### src/rtl/intr_pkg.sv
package intr_pkg;
  localparam int unsigned NSRC = 7;
  localparam int unsigned SRC_DIV  = 0;
  localparam int unsigned SRC_BKPT = 1;
  localparam int unsigned SRC_OVF  = 2;
  localparam int unsigned SRC_SWI  = 3;
  localparam int unsigned SRC_NMI  = 4;
  localparam int unsigned SRC_INTR = 5;
  localparam int unsigned SRC_STEP = 6;

  localparam logic [7:0] TYPE_DIV  = 8'd0;
  localparam logic [7:0] TYPE_STEP = 8'd1;
  localparam logic [7:0] TYPE_NMI  = 8'd2;
  localparam logic [7:0] TYPE_BKPT = 8'd3;
  localparam logic [7:0] TYPE_OVF  = 8'd4;

  localparam int unsigned TF_POS = 8;
  localparam int unsigned IF_POS = 9;

  typedef enum logic [3:0] {
    ST_IDLE,
    ST_ACK,
    ST_PSH_F,
    ST_PSH_CS,
    ST_PSH_IP,
    ST_VEC_IP,
    ST_VEC_CS,
    ST_POP_IP,
    ST_POP_CS,
    ST_POP_F
  } seq_st_t;
endpackage

### src/rtl/intr_arb.sv
module intr_arb #(
  parameter int unsigned NSRC = 7,
  parameter int unsigned TW   = 8
) (
  input  logic [NSRC-1:0]         req,
  input  logic [NSRC-1:0][TW-1:0] src_type,
  output logic [NSRC-1:0]         grant,
  output logic                    any,
  output logic [TW-1:0]           sel_type
);
  // index 0 is the most urgent source
  for (genvar i = 0; i < NSRC; i++) begin : g_pri
    if (i == 0) begin : g_top
      assign grant[i] = req[i];
    end else begin : g_rest
      assign grant[i] = req[i] & ~(|req[i-1:0]);
    end
  end

  assign any = |req;

  always_comb begin
    sel_type = '0;
    for (int i = 0; i < NSRC; i++) begin
      if (grant[i]) sel_type = sel_type | src_type[i];
    end
  end

  always_comb begin
    AST_ONE_GRANT: assert ($onehot0(grant));
  end
endmodule

### src/rtl/intr_agen.sv
module intr_agen
  import intr_pkg::*;
#(
  parameter int unsigned DW = 16,
  parameter int unsigned TW = 8,
  localparam int unsigned AW = DW + 4
) (
  input  seq_st_t         st,
  input  logic [DW-1:0]   ss,
  input  logic [DW-1:0]   sp,
  input  logic [TW-1:0]   vtype,
  output logic [AW-1:0]   addr
);
  logic [DW-1:0] sp_eff;
  logic [AW-1:0] seg_base;
  logic [AW-1:0] vec_base;

  always_comb begin
    seg_base = {ss, 4'h0};
    vec_base = AW'({vtype, 2'b00});
    case (st)
      ST_PSH_F, ST_PSH_CS, ST_PSH_IP: sp_eff = sp - DW'(2);
      default:                        sp_eff = sp;
    endcase
    case (st)
      ST_IDLE, ST_ACK: addr = '0;
      ST_VEC_IP:       addr = vec_base;
      ST_VEC_CS:       addr = vec_base + AW'(2);
      default:         addr = seg_base + AW'(sp_eff);
    endcase
  end
endmodule

### src/rtl/intr_seq.sv
module intr_seq
  import intr_pkg::*;
#(
  parameter int unsigned DW = 16,
  parameter int unsigned TW = 8,
  localparam int unsigned AW = DW + 4
) (
  input  logic          clk,
  input  logic          rst,
  input  logic          div_err,
  input  logic          bkpt_req,
  input  logic          ovf_req,
  input  logic          int_req,
  input  logic [TW-1:0] int_type,
  input  logic          nmi_req,
  input  logic          intr_req,
  input  logic          step_done,
  input  logic          iret_req,
  input  logic [DW-1:0] cpu_cs,
  input  logic [DW-1:0] cpu_ip,
  input  logic [DW-1:0] cpu_ss,
  input  logic [DW-1:0] cpu_sp,
  input  logic [DW-1:0] cpu_flags,
  output logic          busy,
  output logic          done,
  output logic [DW-1:0] new_cs,
  output logic [DW-1:0] new_ip,
  output logic [DW-1:0] new_sp,
  output logic [DW-1:0] new_flags,
  output logic          mem_req,
  output logic          mem_we,
  output logic          mem_inta,
  output logic [AW-1:0] mem_addr,
  output logic [DW-1:0] mem_wdata,
  input  logic [DW-1:0] mem_rdata,
  input  logic          mem_ready
);
  localparam logic [DW-1:0] TIF_MASK = (DW'(1) << TF_POS) | (DW'(1) << IF_POS);

  seq_st_t        st_q;
  logic [DW-1:0]  cs_q, ip_q, ss_q, sp_q, fl_q;
  logic [TW-1:0]  vtype_q;
  logic           done_q;

  logic [NSRC-1:0]         src_req;
  logic [NSRC-1:0][TW-1:0] src_type;
  logic [NSRC-1:0]         grant;
  logic                    any_req;
  logic [TW-1:0]           sel_type;
  logic                    hs;

  always_comb begin
    src_req            = '0;
    src_req[SRC_DIV]   = div_err;
    src_req[SRC_BKPT]  = bkpt_req;
    src_req[SRC_OVF]   = ovf_req;
    src_req[SRC_SWI]   = int_req;
    src_req[SRC_NMI]   = nmi_req;
    src_req[SRC_INTR]  = intr_req & cpu_flags[IF_POS];
    src_req[SRC_STEP]  = step_done & cpu_flags[TF_POS];
    src_type           = '0;
    src_type[SRC_DIV]  = TW'(TYPE_DIV);
    src_type[SRC_BKPT] = TW'(TYPE_BKPT);
    src_type[SRC_OVF]  = TW'(TYPE_OVF);
    src_type[SRC_SWI]  = int_type;
    src_type[SRC_NMI]  = TW'(TYPE_NMI);
    src_type[SRC_STEP] = TW'(TYPE_STEP);
  end

  intr_arb #(.NSRC(NSRC), .TW(TW)) u_arb (
    .req      (src_req),
    .src_type (src_type),
    .grant    (grant),
    .any      (any_req),
    .sel_type (sel_type)
  );

  intr_agen #(.DW(DW), .TW(TW)) u_agen (
    .st    (st_q),
    .ss    (ss_q),
    .sp    (sp_q),
    .vtype (vtype_q),
    .addr  (mem_addr)
  );

  assign hs = mem_req & mem_ready;

  always_ff @(posedge clk) begin
    if (rst) begin
      st_q    <= ST_IDLE;
      cs_q    <= '0;
      ip_q    <= '0;
      ss_q    <= '0;
      sp_q    <= '0;
      fl_q    <= '0;
      vtype_q <= '0;
      done_q  <= 1'b0;
    end else begin
      done_q <= 1'b0;
      case (st_q)
        ST_IDLE: begin
          if (any_req || iret_req) begin
            cs_q <= cpu_cs;
            ip_q <= cpu_ip;
            ss_q <= cpu_ss;
            sp_q <= cpu_sp;
            fl_q <= cpu_flags;
          end
          if (any_req) begin
            vtype_q <= sel_type;
            st_q    <= grant[SRC_INTR] ? ST_ACK : ST_PSH_F;
          end else if (iret_req) begin
            st_q <= ST_POP_IP;
          end
        end
        ST_ACK: if (hs) begin
          vtype_q <= mem_rdata[TW-1:0];
          st_q    <= ST_PSH_F;
        end
        ST_PSH_F: if (hs) begin
          sp_q <= sp_q - DW'(2);
          fl_q <= fl_q & ~TIF_MASK;
          st_q <= ST_PSH_CS;
        end
        ST_PSH_CS: if (hs) begin
          sp_q <= sp_q - DW'(2);
          st_q <= ST_PSH_IP;
        end
        ST_PSH_IP: if (hs) begin
          sp_q <= sp_q - DW'(2);
          st_q <= ST_VEC_IP;
        end
        ST_VEC_IP: if (hs) begin
          ip_q <= mem_rdata;
          st_q <= ST_VEC_CS;
        end
        ST_VEC_CS: if (hs) begin
          cs_q   <= mem_rdata;
          done_q <= 1'b1;
          st_q   <= ST_IDLE;
        end
        ST_POP_IP: if (hs) begin
          ip_q <= mem_rdata;
          sp_q <= sp_q + DW'(2);
          st_q <= ST_POP_CS;
        end
        ST_POP_CS: if (hs) begin
          cs_q <= mem_rdata;
          sp_q <= sp_q + DW'(2);
          st_q <= ST_POP_F;
        end
        ST_POP_F: if (hs) begin
          fl_q   <= mem_rdata;
          sp_q   <= sp_q + DW'(2);
          done_q <= 1'b1;
          st_q   <= ST_IDLE;
        end
        default: st_q <= ST_IDLE;
      endcase
    end
  end

  always_comb begin
    mem_req  = (st_q != ST_IDLE);
    mem_we   = (st_q == ST_PSH_F) || (st_q == ST_PSH_CS) || (st_q == ST_PSH_IP);
    mem_inta = (st_q == ST_ACK);
    case (st_q)
      ST_PSH_F:  mem_wdata = fl_q;
      ST_PSH_CS: mem_wdata = cs_q;
      ST_PSH_IP: mem_wdata = ip_q;
      default:   mem_wdata = '0;
    endcase
  end

  assign busy      = (st_q != ST_IDLE);
  assign done      = done_q;
  assign new_cs    = cs_q;
  assign new_ip    = ip_q;
  assign new_sp    = sp_q;
  assign new_flags = fl_q;

  AST_WAIT_HOLDS: assert property (@(posedge clk) disable iff (rst) (mem_req && !mem_ready) |=> (mem_req && $stable(mem_addr) && $stable(mem_we) && $stable(mem_wdata)));
  AST_DONE_SINGLE: assert property (@(posedge clk) disable iff (rst) done |=> !done);
  AST_DONE_NOT_BUSY: assert property (@(posedge clk) disable iff (rst) done |-> !busy);
  AST_ACK_IS_READ: assert property (@(posedge clk) disable iff (rst) mem_inta |-> (mem_req && !mem_we));
  AST_VECTOR_WINDOW: assert property (@(posedge clk) disable iff (rst) (mem_req && !mem_we && !mem_inta && ((st_q == ST_VEC_IP) || (st_q == ST_VEC_CS))) |-> (mem_addr < AW'(1024)));
  AST_MASKED_INTR: assert property (@(posedge clk) disable iff (rst) (!busy && intr_req && !cpu_flags[IF_POS] && !div_err && !bkpt_req && !ovf_req && !int_req && !nmi_req && !step_done && !iret_req) |=> !busy);
endmodule

### config.mk
export PLATFORM = sky130hd
export DESIGN_NAME = intr_seq
export DESIGN_NICKNAME = d
export VERILOG_FILES = /design/src/rtl/intr_pkg.sv /design/src/rtl/intr_arb.sv /design/src/rtl/intr_agen.sv /design/src/rtl/intr_seq.sv
export SDC_FILE = /design/constraint.sdc
export NUM_CORES = 1
export LEC_CHECK = 0
export BUFFER_PORTS_ARGS = -buffer_cell sky130_fd_sc_hd__buf_2
export CAP_MARGIN = 10
export CORE_MARGIN = 2
export CORE_UTILIZATION = 40
export DETAILED_ROUTE_END_ITERATION = 7
export PLACE_DENSITY = 0.65
export SETUP_SLACK_MARGIN = 0.3
export SLEW_MARGIN = 20
export SYNTH_ARGS = -nofsm -noshare
export SYNTH_HDL_FRONTEND = slang
export SYNTH_HIERARCHICAL = 1
export SYNTH_SLANG_ARGS = --single-unit
export TNS_END_PERCENT = 30
### constraint.sdc
create_clock -name clk -period 5 [get_ports clk]
set_clock_uncertainty 0.05 [all_clocks]
set_input_delay 0.25 -clock clk [delete_from_list [all_inputs] [get_ports clk]]
set_output_delay 0.25 -clock clk [all_outputs]
set_load 0.05 [all_outputs]
==> results.yml, run 1 <==
setup_path:
  slowest_delay_ns: 0.41
  start_kind: "register"
  reg2reg_from: "st_q[0]"
  worst_ep_arrival_time_ns: 4.02
  endpoint: "mem_addr[16]"
  crit_start: "st_q[1]"
  cp_num_cells: 12
  slowest_stage: "fa_1"
  worst-setup-path-type: "register to output port"
  endpoint_kind: "output port"
  critPathTopFamily: "compound AO/OA/AOI/OAI gates"
  crit_required_ns: 4.70
  crit_path_cell_trace: "or3b_1 > a21oi_1 > nand4b_1 > xnor2_1 > ha_1 > fa_1 > a21o_1 > a22o_1 > o31ai_2 > a2111oi_0 > o21bai_1 > buf_2"
  critical_path_buf_inv_count: 1
  path_max_fanout: 6
  reg2regPathDepth: 11
  rr_endpoint: "new_sp[13]"
  reg2reg_slack_ns: 1.12
route:
  drt.antenna.violating_nets: 0
  topRoutingLayerUsed: "met4"
  wl_met3_mm: 1.81
  dr.pass1.iters: 5
  met2_wirelength_mm: 10.1
  dr.first_iter.drc_count: 392
  vias: 7066
  post-route-drc-count: 0
  post_drt_wl_per_cell_um: 16.7
  drt_wl_total_mm: 21.8
  vias_per_cell: 5.43
  met1_length_mm: 9.40
place:
  numPortBuffers: 219
  place.gp.congestion: 0.896
  postPlaceCellArea_um2: 8050
  hpwl_mm: 16.2
sta:
  period_share: 0.865
  setup_violations: 0
  slew_violations: 0
  max_slew_margin: 0.329
  max_freq_mhz: 231
  tns_ns: 0
  final-hold-violation-count: 0
  max_slew.worst_pin.slew_ns: 1.01
  finalCriticalPeriod_ns: 4.32
  rsz0062_at_grt: "true"
clock_network:
  clockBufferDepth: 2
  clock_sinks: 93
  hold_buffers: 0
  path_clk_slew_ns: 0.07
  cts_root_buffer: "clkbuf_16"
  cts_max_level: 3
  clk_latency_ns: 0.36
  cts_buffers: 9
  cts_tree: "built"
layout:
  fillers: 1643
  multi_input_area_um2: 4710
  register_area_um2: 1860
  finalNetCount: 1221
  fin_area_um2: 8360
  final_cell_mix: "219 x buf_2, 114 x nand2_1, 95 x nor2_1"
  area_delta_synth_final_pct: 25.7
  final_common_cell: "buf_2"
  drive_gt1_frac: 0.253
floorplanning:
  start_util: 0.405
  pin_count: 220
  die_w_um: 133
  core_um2: 16400
  die_h_um: 133
  std_cell_rows: 47
  design.die.area_um2: 17700
power_and_ir_drop:
  powerDensity_nw_per_um2: 537
  leakage_nw: 3.82
  ir_drop_mv: 0.253
  finalPower_w: 0.00449
yosys:
  syn_avg_cell_area_um2: 7.85
  yosysWarnings: 6
  synth.cell_area_um2: 6650
  synth_cells: 848
grt:
  globalRouteOverflowTotal: 0
  grt_max_degree: 56
  grt_usage: 0.242
  grt_pass1_vias: 6542
  antenna_found_initial: 2
  grt_pass1_wl_mm: 34.3
status:
  outcome: "finished, final reports clean"
hold_path:
  hp-class: "input pin to register"
run:
  maxCapViolCount: 0
-- repair_timing --
item,in CTS,in global routing
resized for setup,0,1
buffers inserted,0,0
endpoints found under the setup margin,0,3
-- state kept, by name, summed over array words and instances (netlist names) --
register	cells
new_flags	16
new_sp	16
vtype_q	8
done	1
new_ip	16
new_cs	16
st_q	4
ss_q	16
-- area by class of cell --
type,instances,area share
multi-input combinational,732,0.564
sequential,93,0.223
timing repair buffer,230,0.141
tap,220,0.0329
clock buffer,9,0.0269
clock inverter,7,0.00778
inverter,10,0.00449
antenna,1,0.000299
-- stage by stage --
stage	hold WS (ns)	cells	worst slack (ns)	utilization
global placement	0.403	1284	1.01	0.490
finish	0.0863	1302	0.677	0.510
global route	0.0877	1301	0.236	0.509
floorplan	0.336	894	0.672	-
detailed placement	0.408	1284	0.885	0.490
CTS	0.0774	1300	0.498	0.508
-- metal layers --
metal | track usage | vias to the layer above
met1 | 0.317 | 3208
met2 | 0.396 | 281
li1 | - | 3541
met4 | 0.0812 | 0
met3 | 0.0529 | 36
met5 | 0 | -
-- power by group --
group / total [W] / switching [W] / internal, W
combinational: 0.00269 / 0.00186 / 0.000832
clock: 0.000686 / 0.000337 / 0.000349
sequential: 0.00111 / 0.000195 / 0.000916
total: 0.00449 / 0.00239 / 0.00210
-- worst min path at each step --
stage                     startpoint   endpoint  cells past startpoint
after floorplan            cpu_ss[0]    ss_q[0]                      2
after global placement       ss_q[4]    ss_q[4]                      2
after detailed placement     ss_q[4]    ss_q[4]                      2
after CTS                  cpu_sp[0]  new_sp[0]                      3
after global routing       cpu_ss[3]    ss_q[3]                      3
final                      cpu_ss[1]    ss_q[1]                      3
-- worst min-delay path, stage by stage --
cell and delay (ns):
buf_2 0.10, nand2_1 0.04, a21oi_1 0.05
Power figures use the tool's default switching activity.
==> run 2, diff against run 1 <==
--- a/config.mk
+++ b/config.mk
@@ -10,6 +10,7 @@
 export CORE_MARGIN = 2
 export CORE_UTILIZATION = 40
 export DETAILED_ROUTE_END_ITERATION = 7
+export MAX_ROUTING_LAYER = met4
 export PLACE_DENSITY = 0.65
 export SETUP_SLACK_MARGIN = 0.3
 export SLEW_MARGIN = 20
==> run 2 against run 1 <==
Against the previous run: via count increased by 0.20%; design area about the same; routed wire length increased by 0.11%; first-iteration DRC count decreased by 1.3%; largest cell class unchanged; largest power group unchanged.
==> results.yml, run 2 (synthesis results as in run 1) <==
setup_path:
  worst-setup-path-type: "register to output port"
  worst_ep_arrival_time_ns: 4.03
  crit_required_ns: 4.70
  path_max_fanout: 5
  endpoint_kind: "output port"
  start_kind: "register"
floorplanning:
  start_util: 0.405
  die_h_um: 133
  std_cell_rows: 47
  design.die.area_um2: 17700
  die_w_um: 133
  pin_count: 220
  core_um2: 16400
clock_network:
  clockBufferDepth: 2
  hold_buffers: 0
  cts_tree: "built"
  clock_sinks: 93
  clk_latency_ns: 0.36
  path_clk_slew_ns: 0.07
  cts_root_buffer: "clkbuf_16"
  cts_max_level: 3
  cts_resized: 0
  post-cts-setup-buffers: 0
  cts_buffers: 9
route:
  drt.antenna.violating_nets: 0
  dr.first_iter.drc_count: 387
  drt_wl_total_mm: 21.8
  vias_per_cell: 5.43
  post_drt_wl_per_cell_um: 16.7
  vias: 7080
  dr.pass1.iters: 5
  post-route-drc-count: 0
power_and_ir_drop:
  comb_power_share: 0.599
  p_sw_w: 0.00240
  finalPower_w: 0.00450
  powerDensity_nw_per_um2: 538
  seqPwrFrac: 0.247
  leakage_nw: 3.82
  swShare: 0.534
  clkPwrFrac: 0.154
  intPower_w: 0.00210
  ir_drop_mv: 0.254
run:
  maxCapViolCount: 0
sta:
  max_freq_mhz: 231
  period_share: 0.866
  setup_violations: 0
  final-hold-violation-count: 0
  max_slew_margin: 0.333
  max_slew.worst_pin.slew_ns: 0.999
  rsz0062_at_grt: "true"
  finalCriticalPeriod_ns: 4.33
  slew_violations: 0
  tns_ns: 0
  whs_ns: 0.0810
grt:
  globalRouteOverflowTotal: 0
  grt_pass1_wl_mm: 34.4
  grt_usage: 0.250
  antenna_found_initial: 2
  grt_max_degree: 56
  grt_pass1_vias: 6533
layout:
  area_delta_synth_final_pct: 25.7
  final_common_cell: "buf_2"
  finalNetCount: 1221
  fin_util: 0.510
  final_cell_mix: "219 x buf_2, 114 x nand2_1, 95 x nor2_1"
  fin_area_um2: 8360
  drive_gt1_frac: 0.253
hold_path:
  hp-class: "input pin to register"
place:
  place.gp.congestion: 0.912
  postPlaceCellArea_um2: 8050
  hpwl_mm: 16.2
  numPortBuffers: 219
status:
  outcome: "finished, final reports clean"
## run 2: layer usage
metal,wire (um),track usage,vias to the layer above,share of wire
met2,10100,0.396,268,0.46
met3,1660,0.0502,31,0.076
met5,0,-,-,0
met4,423,0.0795,0,0.019
met1,9590,0.321,3232,0.44
li1,-,-,3549,-
## run 2: layout make-up
| class | count | area (um^2) |
|---|---|---|
| clock inverters | 7 | 65.1 |
| clock buffers | 9 | 225 |
| repair buffers | 230 | 1180 |
| multi-input cells | 732 | 4710 |
| inverters | 10 | 37.5 |
| diodes | 2 | 5.00 |
| well taps | 220 | 275 |
| flip-flops and latches | 93 | 1860 |
| fillers | 1644 | 8040 |
## run 2: metrics by stage
step | setup WS [ns] | std cells
CTS | 0.498 | 1300
global placement | 1.01 | 1284
global route | 0.234 | 1303
detailed placement | 0.885 | 1284
floorplan | 0.672 | 894
finish | 0.669 | 1303
## run 2: worst max-delay path, stage by stage (launching register included)
cell      delay [ns]
dfxtp_1         0.37
or4_4           0.56
or3_4           0.35
or3_4           0.38
nor4_4          0.17
xor2_1          0.24
ha_1            0.32
a21oi_1         0.15
o21ai_0         0.12
a211oi_1        0.42
o21ai_0         0.16
a21oi_1         0.15
buf_2           0.28
## run 2: final timing paths
kind                            startpoint            to  slack, ns  depth (start not counted)
worst max-delay path             new_sp[7]  mem_addr[17]       0.67                         12
worst min-delay path             cpu_ss[5]       ss_q[5]       0.08                          3
worst max register to register     st_q[0]    new_sp[13]       1.14                         11
worst min register to register     ss_q[4]       ss_q[4]       0.41                          2
## run 2: power by group through the flow
stage	Combinational [W]	Sequential, W	Clock (W)
after floorplan	0.00163	0.00154	0
after global placement	0.00267	0.00112	0
after detailed placement	0.00269	0.00112	0
after CTS	0.00269	0.00111	0.000703
after global routing	0.00292	0.00113	0.000735
final	0.00270	0.00111	0.000692
==> run 3, diff against run 2 <==
--- a/config.mk
+++ b/config.mk
@@ -5,17 +5,17 @@
 export SDC_FILE = /design/constraint.sdc
 export NUM_CORES = 1
 export LEC_CHECK = 0
+export ABC_AREA = 0
 export BUFFER_PORTS_ARGS = -buffer_cell sky130_fd_sc_hd__buf_2
 export CAP_MARGIN = 10
 export CORE_MARGIN = 2
 export CORE_UTILIZATION = 40
 export DETAILED_ROUTE_END_ITERATION = 7
 export MAX_ROUTING_LAYER = met4
-export PLACE_DENSITY = 0.65
+export PLACE_DENSITY = 0.66
 export SETUP_SLACK_MARGIN = 0.3
 export SLEW_MARGIN = 20
 export SYNTH_ARGS = -nofsm -noshare
 export SYNTH_HDL_FRONTEND = slang
-export SYNTH_HIERARCHICAL = 1
 export SYNTH_SLANG_ARGS = --single-unit
 export TNS_END_PERCENT = 30
==> run 3 against run 2 <==
Against the previous run: hold slack better by 0.0045 ns; total power is 48% higher; critical path type unchanged; first-iteration DRC count is 43% higher; die area is 8.8% lower; largest cell class unchanged; sequential cell count stayed put; critical path depth is 2 higher; clock-buffer cell count is 1 higher; setup slack worse by 0.16 ns.
==> results.yml, run 3 <==
status:
  outcome: "finished, final reports clean"
setup_path:
  endpoint_kind: "output port"
  crit_required_ns: 4.70
  start_kind: "register"
  path_max_fanout: 12
  worst_ep_arrival_time_ns: 4.19
  worst-setup-path-type: "register to output port"
grt:
  grt_max_degree: 52
  grt_pass1_vias: 6064
  globalRouteOverflowTotal: 0
  antenna_found_initial: 1
  grt_usage: 0.265
  grt_pass1_wl_mm: 33.1
floorplanning:
  start_util: 0.413
  pin_count: 220
  std_cell_rows: 44
  core_um2: 14600
  die_h_um: 127
  design.die.area_um2: 16100
  die_w_um: 127
sta:
  setup_violations: 0
  period_share: 0.898
  rsz0062_at_grt: "false"
  max_slew.worst_pin.slew_ns: 1.13
  max_freq_mhz: 223
  max_slew_margin: 0.247
  tns_ns: 0
  whs_ns: 0.0855
  slew_violations: 0
  final-hold-violation-count: 0
  finalCriticalPeriod_ns: 4.49
route:
  drt_wl_total_mm: 21.4
  drt.antenna.violating_nets: 0
  vias: 6701
  post_drt_wl_per_cell_um: 18.3
  vias_per_cell: 5.75
  dr.first_iter.drc_count: 554
  post-route-drc-count: 0
  dr.pass1.iters: 5
clock_network:
  cts_tree: "built"
  clock_sinks: 93
  cts_root_buffer: "clkbuf_16"
  cts_buffers: 9
  path_clk_slew_ns: 0.06
  clockBufferDepth: 2
  post-cts-setup-buffers: 0
  clk_latency_ns: 0.35
  cts_max_level: 3
power_and_ir_drop:
  ir_drop_mv: 0.416
  powerDensity_nw_per_um2: 868
  leakage_nw: 3.44
  finalPower_w: 0.00664
yosys:
  syn_nets: 918
  ys_ff_latch: 93
  yosysWarnings: 0
  synth.area.top_cells: "dfxtp_1 31%, mux2i_1 8.4%, a211oi_1 6.9%"
  synthDistinctLibCells: 62
  synth_top_area_cell: "dfxtp_1"
  synth_cells: 787
  syn_avg_cell_area_um2: 7.69
  ys.flop_type: "dfxtp_1"
  synth_common_cells: "93 x dfxtp_1, 91 x nand2_1, 90 x nor2_1"
  yosysSeqAreaShare: 0.308
  synthArstFlopShare: 0
  synth_top_area_share: 0.308
  synth_edf_count: 0
  synth.cell_area_um2: 6050
  synth.most_common_cell: "dfxtp_1"
run:
  maxCapViolCount: 0
layout:
  drive_gt1_frac: 0.286
  fin_area_um2: 7650
  area_delta_synth_final_pct: 26.4
  final_cell_mix: "219 x buf_2, 92 x dfxtp_1, 91 x nand2_1"
  final_common_cell: "buf_2"
  finalNetCount: 1106
place:
  numPortBuffers: 219
  hpwl_mm: 15.6
  postPlaceCellArea_um2: 7300
  place.gp.congestion: 0.955
hold_path:
  hp-class: "input pin to register"
## run 3: path summary, 6_finish.rpt
check | to | slack (ns) | from | depth (start not counted)
worst max-delay path | mem_addr[19] | 0.51 | st_q[3] | 14
worst max register to register | new_sp[11] | 1.94 | st_q[0] | 6
worst min-delay path | ss_q[6] | 0.09 | cpu_ss[6] | 3
worst min register to register | ss_q[0] | 0.41 | ss_q[0] | 2
## run 3: power by group
part	switching [W]	total (W)	internal, W	leakage [nW]
clock	0.000302	0.000740	0.000439	0.156
combinational	0.00320	0.00448	0.00128	2.52
sequential	0.000352	0.00142	0.00107	0.771
## run 3: worst max-delay path: stages (launching register included)
cell and delay (ns):
dfxtp_1 0.31, or4b_2 0.71, and2_1 0.32, inv_1 0.15
buf_4 0.21, nand3_1 0.13, xnor2_1 0.27, ha_1 0.35
nand2_1 0.08, o21ai_0 0.15, or3b_2 0.49, o211ai_1 0.21
xor2_1 0.16, nor2_1 0.05, buf_2 0.23
## run 3: through the flow
stage               worst slack (ns)  cells   util
floorplan                      0.546    787      -
global placement               0.941   1147  0.499
detailed placement             0.930   1147  0.499
CTS                            0.529   1163  0.520
global route                   0.317   1165  0.522
finish                         0.512   1165  0.522
## run 3: final cells by class
| class | instances | area, um^2 |
|---|---|---|
| well taps | 184 | 230 |
| flip-flops and latches | 93 | 1860 |
| multi-input cells | 615 | 3920 |
| diodes | 1 | 2.50 |
| clock inverters | 6 | 87.6 |
| repair buffers | 242 | 1270 |
| fillers | 1502 | 6990 |
| inverters | 14 | 52.6 |
| clock buffers | 10 | 229 |
## run 3: cells by family after synthesis
logic type / share of synthesized area
AO/OA/AOI/OAI: 0.268
XOR/XNOR: 0.0420
adder cells (fa/ha/maj): 0.0343
buffers and inverters: 0.0529
flip-flops: 0.308
multiplexers: 0.0881
AND/OR/NAND/NOR: 0.207
## run 3: per-layer routing
metal | up-vias | track usage | part of all wire
met2 | 258 | 0.422 | 0.47
met4 | 0 | 0.0827 | 0.018
met3 | 33 | 0.0281 | 0.053
met1 | 3138 | 0.356 | 0.46
li1 | 3272 | - | -
met5 | - | - | 0
## run 3: timing repair
action / 4_1_cts / 5_1_grt
resized for setup: 0 / 1
setup endpoints to repair: 0 / 1
hold buffers: 0 / 0
